`src/rtl/cpp_pkg.sv`:
```
package cpp_pkg;
  typedef logic [7:0] io_byte_t;
  localparam int unsigned GPE_HOTADD_BIT = 2;
  localparam int unsigned SWITCH_BYTES   = 4;
endpackage

```
`src/rtl/cpp_bitmap.sv`:
```
module cpp_bitmap #(
  parameter int unsigned MAX_CPUS  = 12,
  parameter int unsigned WIN_BYTES = 32,
  localparam int unsigned ADDR_W   = $clog2(WIN_BYTES),
  localparam int unsigned ID_W     = (MAX_CPUS > 1) ? $clog2(MAX_CPUS) : 1
) (
  input  logic              clk_i,
  input  logic              rst_ni,
  input  logic              hot_add_i,
  input  logic [ID_W-1:0]   hot_add_id_i,
  input  logic [ADDR_W-1:0] rd_addr_i,
  output cpp_pkg::io_byte_t rd_byte_o,
  output logic              add_ok_o
);
  localparam logic [ID_W:0] ID_LIM = (ID_W+1)'(MAX_CPUS);

  logic [MAX_CPUS-1:0]    map_q;
  logic [WIN_BYTES*8-1:0] pad;

  assign add_ok_o = hot_add_i && ({1'b0, hot_add_id_i} < ID_LIM);

  // bit 0 resets to 1 and no path clears a bit
  always_ff @(posedge clk_i or negedge rst_ni) begin
    if (!rst_ni) map_q <= MAX_CPUS'(1);
    else if (add_ok_o) map_q[hot_add_id_i] <= 1'b1;
  end

  for (genvar i = 0; i < WIN_BYTES*8; i++) begin : g_pad
    if (i < MAX_CPUS) begin : g_live
      assign pad[i] = map_q[i];
    end else begin : g_dead
      assign pad[i] = 1'b0;
    end
  end

  assign rd_byte_o = pad[rd_addr_i*8 +: 8];

  assert_map_stable_R2: assert property (@(posedge clk_i) disable iff (!rst_ni)
    !hot_add_i |=> $stable(map_q));
  assert_no_clear_R4: assert property (@(posedge clk_i) disable iff (!rst_ni)
    1'b1 |=> (($past(map_q) & ~map_q) == '0));
  assert_boot_bit_R3: assert property (@(posedge clk_i) disable iff (!rst_ni)
    map_q[0]);
endmodule

```
`src/rtl/cpp_gpe.sv`:
```
module cpp_gpe (
  input  logic              clk_i,
  input  logic              rst_ni,
  input  logic              add_ok_i,
  input  logic              gpe_en_i,
  input  logic              gpe_clr_i,
  output cpp_pkg::io_byte_t gpe_sts_o,
  output logic              sci_o
);
  logic sts_q;

  // set has priority so a colliding event is kept
  always_ff @(posedge clk_i or negedge rst_ni) begin
    if (!rst_ni)        sts_q <= 1'b0;
    else if (add_ok_i)  sts_q <= 1'b1;
    else if (gpe_clr_i) sts_q <= 1'b0;
  end

  always_comb begin
    gpe_sts_o = '0;
    gpe_sts_o[cpp_pkg::GPE_HOTADD_BIT] = sts_q;
  end
  assign sci_o = sts_q & gpe_en_i;

  assert_set_R4: assert property (@(posedge clk_i) disable iff (!rst_ni)
    add_ok_i |=> gpe_sts_o[cpp_pkg::GPE_HOTADD_BIT]);
  assert_clear_R6: assert property (@(posedge clk_i) disable iff (!rst_ni)
    (gpe_clr_i && !add_ok_i) |=> !gpe_sts_o[cpp_pkg::GPE_HOTADD_BIT]);
endmodule

```
`src/rtl/cpp_mode.sv`:
```
module cpp_mode #(
  parameter int unsigned ADDR_W = 5
) (
  input  logic              clk_i,
  input  logic              rst_ni,
  input  logic              io_wr_i,
  input  logic [ADDR_W-1:0] io_addr_i,
  input  cpp_pkg::io_byte_t io_wdata_i,
  output logic              modern_o
);
  logic modern_q, hit;

  assign hit = io_wr_i && (io_wdata_i == 8'h00) &&
               (32'(io_addr_i) < cpp_pkg::SWITCH_BYTES);

  always_ff @(posedge clk_i or negedge rst_ni) begin
    if (!rst_ni) modern_q <= 1'b0;
    else if (hit) modern_q <= 1'b1;
  end
  assign modern_o = modern_q;

  assert_sticky_R8: assert property (@(posedge clk_i) disable iff (!rst_ni)
    modern_q |=> modern_q);
  assert_switch_R7: assert property (@(posedge clk_i) disable iff (!rst_ni)
    hit |=> modern_q);
endmodule

```
`src/rtl/cpu_presence_port.sv`:
```
module cpu_presence_port #(
  parameter int unsigned MAX_CPUS  = 12,
  parameter int unsigned WIN_BYTES = 32,
  localparam int unsigned ADDR_W   = $clog2(WIN_BYTES),
  localparam int unsigned ID_W     = (MAX_CPUS > 1) ? $clog2(MAX_CPUS) : 1
) (
  input  logic              clk_i,
  input  logic              rst_ni,
  input  logic [ADDR_W-1:0] io_addr_i,
  input  logic              io_wr_i,
  input  logic              io_rd_i,
  input  logic [7:0]        io_wdata_i,
  output logic [7:0]        io_rdata_o,
  input  logic              hot_add_i,
  input  logic [ID_W-1:0]   hot_add_id_i,
  input  logic              gpe_en_i,
  input  logic              gpe_clr_i,
  output logic [7:0]        gpe_sts_o,
  output logic              sci_o,
  output logic              modern_o
);
  localparam int unsigned LIVE_BYTES = (MAX_CPUS + 7) / 8;

  cpp_pkg::io_byte_t map_byte;
  logic              add_ok;

  cpp_bitmap #(.MAX_CPUS(MAX_CPUS), .WIN_BYTES(WIN_BYTES)) u_map (
    .clk_i, .rst_ni, .hot_add_i, .hot_add_id_i,
    .rd_addr_i(io_addr_i), .rd_byte_o(map_byte), .add_ok_o(add_ok)
  );

  cpp_gpe u_gpe (
    .clk_i, .rst_ni, .add_ok_i(add_ok), .gpe_en_i, .gpe_clr_i,
    .gpe_sts_o, .sci_o
  );

  cpp_mode #(.ADDR_W(ADDR_W)) u_mode (
    .clk_i, .rst_ni, .io_wr_i, .io_addr_i, .io_wdata_i, .modern_o
  );

  assign io_rdata_o = (io_rd_i && !modern_o) ? map_byte : 8'h00;

  assert_boot_read_R3: assert property (@(posedge clk_i) disable iff (!rst_ni)
    (io_rd_i && !modern_o && io_addr_i == '0) |-> io_rdata_o[0]);
  assert_tail_zero_R9: assert property (@(posedge clk_i) disable iff (!rst_ni)
    (io_rd_i && 32'(io_addr_i) >= LIVE_BYTES) |-> io_rdata_o == 8'h00);
  assert_modern_quiet_R8: assert property (@(posedge clk_i) disable iff (!rst_ni)
    modern_o |-> io_rdata_o == 8'h00);
  assert_idle_zero_R10: assert property (@(posedge clk_i) disable iff (!rst_ni)
    !io_rd_i |-> io_rdata_o == 8'h00);
endmodule

```
`config.mk`:
```
export PLATFORM = sky130hd
export DESIGN_NAME = cpu_presence_port
export DESIGN_NICKNAME = d
export VERILOG_FILES = /design/src/rtl/cpp_pkg.sv /design/src/rtl/cpp_bitmap.sv /design/src/rtl/cpp_gpe.sv /design/src/rtl/cpp_mode.sv /design/src/rtl/cpu_presence_port.sv
export SDC_FILE = /design/constraint.sdc
export NUM_CORES = 1
export LEC_CHECK = 0
export BUFFER_PORTS_ARGS = -buffer_cell sky130_fd_sc_hd__buf_2
export CORE_ASPECT_RATIO = 1.1
export CORE_MARGIN = 2
export CORE_UTILIZATION = 45
export CTS_BUF_LIST = sky130_fd_sc_hd__clkbuf_4
export DETAILED_ROUTE_END_ITERATION = 16
export PLACE_DENSITY_LB_ADDON = 0.12
export SYNTH_ARGS = -nofsm -noshare
export SYNTH_HDL_FRONTEND = slang
export SYNTH_SLANG_ARGS = --single-unit
```
`constraint.sdc`:
```
create_clock -name clk_i -period 1.61 [get_ports clk_i]
set_input_delay 0.2415 -clock clk_i [delete_from_list [all_inputs] [get_ports clk_i]]
set_output_delay 0.2415 -clock clk_i [all_outputs]
set_load 0.02 [all_outputs]
```
==> metrics.yaml <==
die_h_microns: 47.6
ir_drop_mv: 0.496
min_to: "u_gpe.sts_q"
grt_pass1_wl_microns: 2370
clk_latency_ns: 0.28
min_period_ns: 1.82
p_leak_nw: 0.493
grt_overflow: 0
dpl_cell_area_sq_um: 913
cts_root_buffer: "clkbuf_4"
drive_above_1_share_pct: 46.2
cts.sinks: 14
crit_path_start_kind: "flip-flop"
via_count: 642
synth_top_family_by_area: "simple AND/OR/NAND/NOR gates"
r2r_start: "u_mode.modern_o"
portBuffers: 34
ys_seq_elements: 14
cap_violations: 0
synthAdderAreaFrac_pct: 0
drt-total-wl_microns: 1520
cp.required_ns: 1.37
use_met2_pct: 24.7
reg2reg_depth: 2
cp.arrival_ns: 1.57
synthXorXnorAreaFrac_pct: 0
clk_path_buf_depth: 2
synth.area.mux_share_pct: 5.15
grt_use_met3_pct: 2.26
whs_path_depth: 2
min-delay-start: "hot_add_i"
grt_max_degree: 15
drtIter0Drc: 6
firstDrtPassIters: 4
yosys.area_share.simple_pct: 21.1
routedWlPerCell_microns: 12.3
pre_cts_slack_ns: 0.000864
powerDensity_mw_per_mm2: 836
postCtsSetupBuffers: 0
io_pins: 42
fp.coreArea_sq_mm: 0.00160
grt_pass1_vias: 552
gr-usage-met1_pct: 21.5
synth_top_cell_by_area: "dfrtp_1"
critPathMaxFanout: 8
syn2layout_area_growth_pct: 26.6
startpoint: "u_mode.modern_o"
cts_buffers: 3
n_antenna_cell: 0
drc_errors: 0
htree_num_levels: 1
clock_skew_ns: 0
ys_seq_area_share_pct: 45.2
finalHoldViolCount: 0
cts_tree: "done"
drt-vias-per-instance: 5.22
path_class: "reg2out"
synth.distinct_cells: 26
fin_area_sq_um: 983
r2r-end: "u_mode.modern_o"
end_kind: "output port"
period_share_pct: 113
netlist_instances: 72
die_area_sq_mm: 0.00208
max_clock_freq_mhz: 551
fin_ws_ns: -0.206
violations: "negative setup slack"
drv_slew: 0
gr-usage-all-layers_pct: 16.1
syn_avg_cell_area_sq_um: 10.8
final_util_pct: 61.6
hpwl_microns: 1190
synthTopCellsByArea: "dfrtp_1 (42%), buf_4 (7.7%), nor4b_2 (5.8%)"
yosysWarnings: 0
synth_compound_area_share_pct: 14.7
hp-class: "in2reg"
rsz0062_at_grt: "true"
outcome: "complete, but fails checks"
yosys.area.top_type_share_pct: 41.9
gp_congestion: 0.719
initial_core_util_pct: 48.7
final-setup-viol-count: 8
synth_area_sq_um: 777
fin_nets: 131
grt_antenna_before_repair: 0
worst_hold_slack_ns: 0.220
antenna_left: 0
die_x_microns: 43.6
rows: 15
path_clk_slew_ns: 0.08
grt-busiest-layer: "met2"
power.total_mw: 0.822
r2r_slack_ns: 0.77
## kinds of logic after synthesis
kind of cell,after synthesis
other cells,1
buf+inv,17
simple gates,22
flops,14
compound gates,14
mux,4
## cell usage after synthesis, drive strengths merged
master / count
a22o: 1
a31o: 4
a41o: 1
and2: 1
buf: 11
clkbuf: 1
conb: 1
dfrtp: 13
dfstp: 1
inv: 5
mux2i: 4
nand2: 2
nand2b: 2
nand3b: 2
nor2: 1
nor3: 6
nor3b: 1
nor4: 1
nor4b: 4
o21bai: 6
o31ai: 2
or3: 1
or3b: 1
## where the power goes
group,switching [mW],internal [mW]
clock network,0.110,0.113
logic,0.0859,0.0861
registers,0.0250,0.402
## repair_timing
action	4_1_cts	5_1_grt
hold buffers	1	0
gates resized for setup	1	6
gates cloned	0	0
endpoints found under the setup margin	8	8
endpoints found under the hold margin	13	0
## through the flow
| step | instances | setup TNS, ns |
|---|---|---|
| 6_report | 123 | -1.28 |
| 5_1_grt | 123 | -1.85 |
| 4_1_cts | 123 | -1.31 |
| 3_5_place_dp | 118 | 0 |
| 3_3_place_gp | 118 | 0 |
| 2_1_floorplan | 78 | -0.609 |
## state kept, by name, indices dropped and copies added (netlist names)
register         count
u_mode.modern_o      1
u_gpe.sts_q          1
u_map.map_q         12
## critical path, stage by stage (launching register included)
cell and delay [ns]:
dfrtp_1 0.40, or3b_4 0.46, nor4b_2 0.23, buf_2 0.20
## placed cells by master, fill, tap and decap left out, types with 4 or more instances in the layout
cell / instances
mux2i_1: 4
o21bai_1: 6
dfrtp_1: 13
clkbuf_4: 4
nor3_1: 6
buf_4: 5
a31o_2: 4
inv_1: 5
conb_1: 7
buf_2: 30
## worst max path at each step
| stage | endpoint | slack (ns) | cells past startpoint |
|---|---|---|---|
| finish | io_rdata_o[7] | -0.21 | 3 |
| global route | io_rdata_o[6] | -0.26 | 3 |
| CTS | io_rdata_o[6] | -0.20 | 3 |
| detailed placement | io_rdata_o[6] | 0.0009 | 4 |
| global placement | io_rdata_o[6] | 0.02 | 4 |
| floorplan | io_rdata_o[0] | -0.10 | 3 |
## layer usage
metal	wire [microns]	vias to the layer above
met5	0	-
met4	38	0
met3	126	5
li1	-	311
met2	699	33
met1	655	293
## area by class of cell
class / instances / area [sq um]
Timing Repair Buffer: 36 / 198
Clock buffer: 4 / 30.0
Fill cell: 143 / 612
Inverter: 5 / 18.8
Tap cell: 17 / 21.3
Sequential cell: 14 / 352
Multi-Input combinational cell: 47 / 364
(Power assumes the default switching activity.)
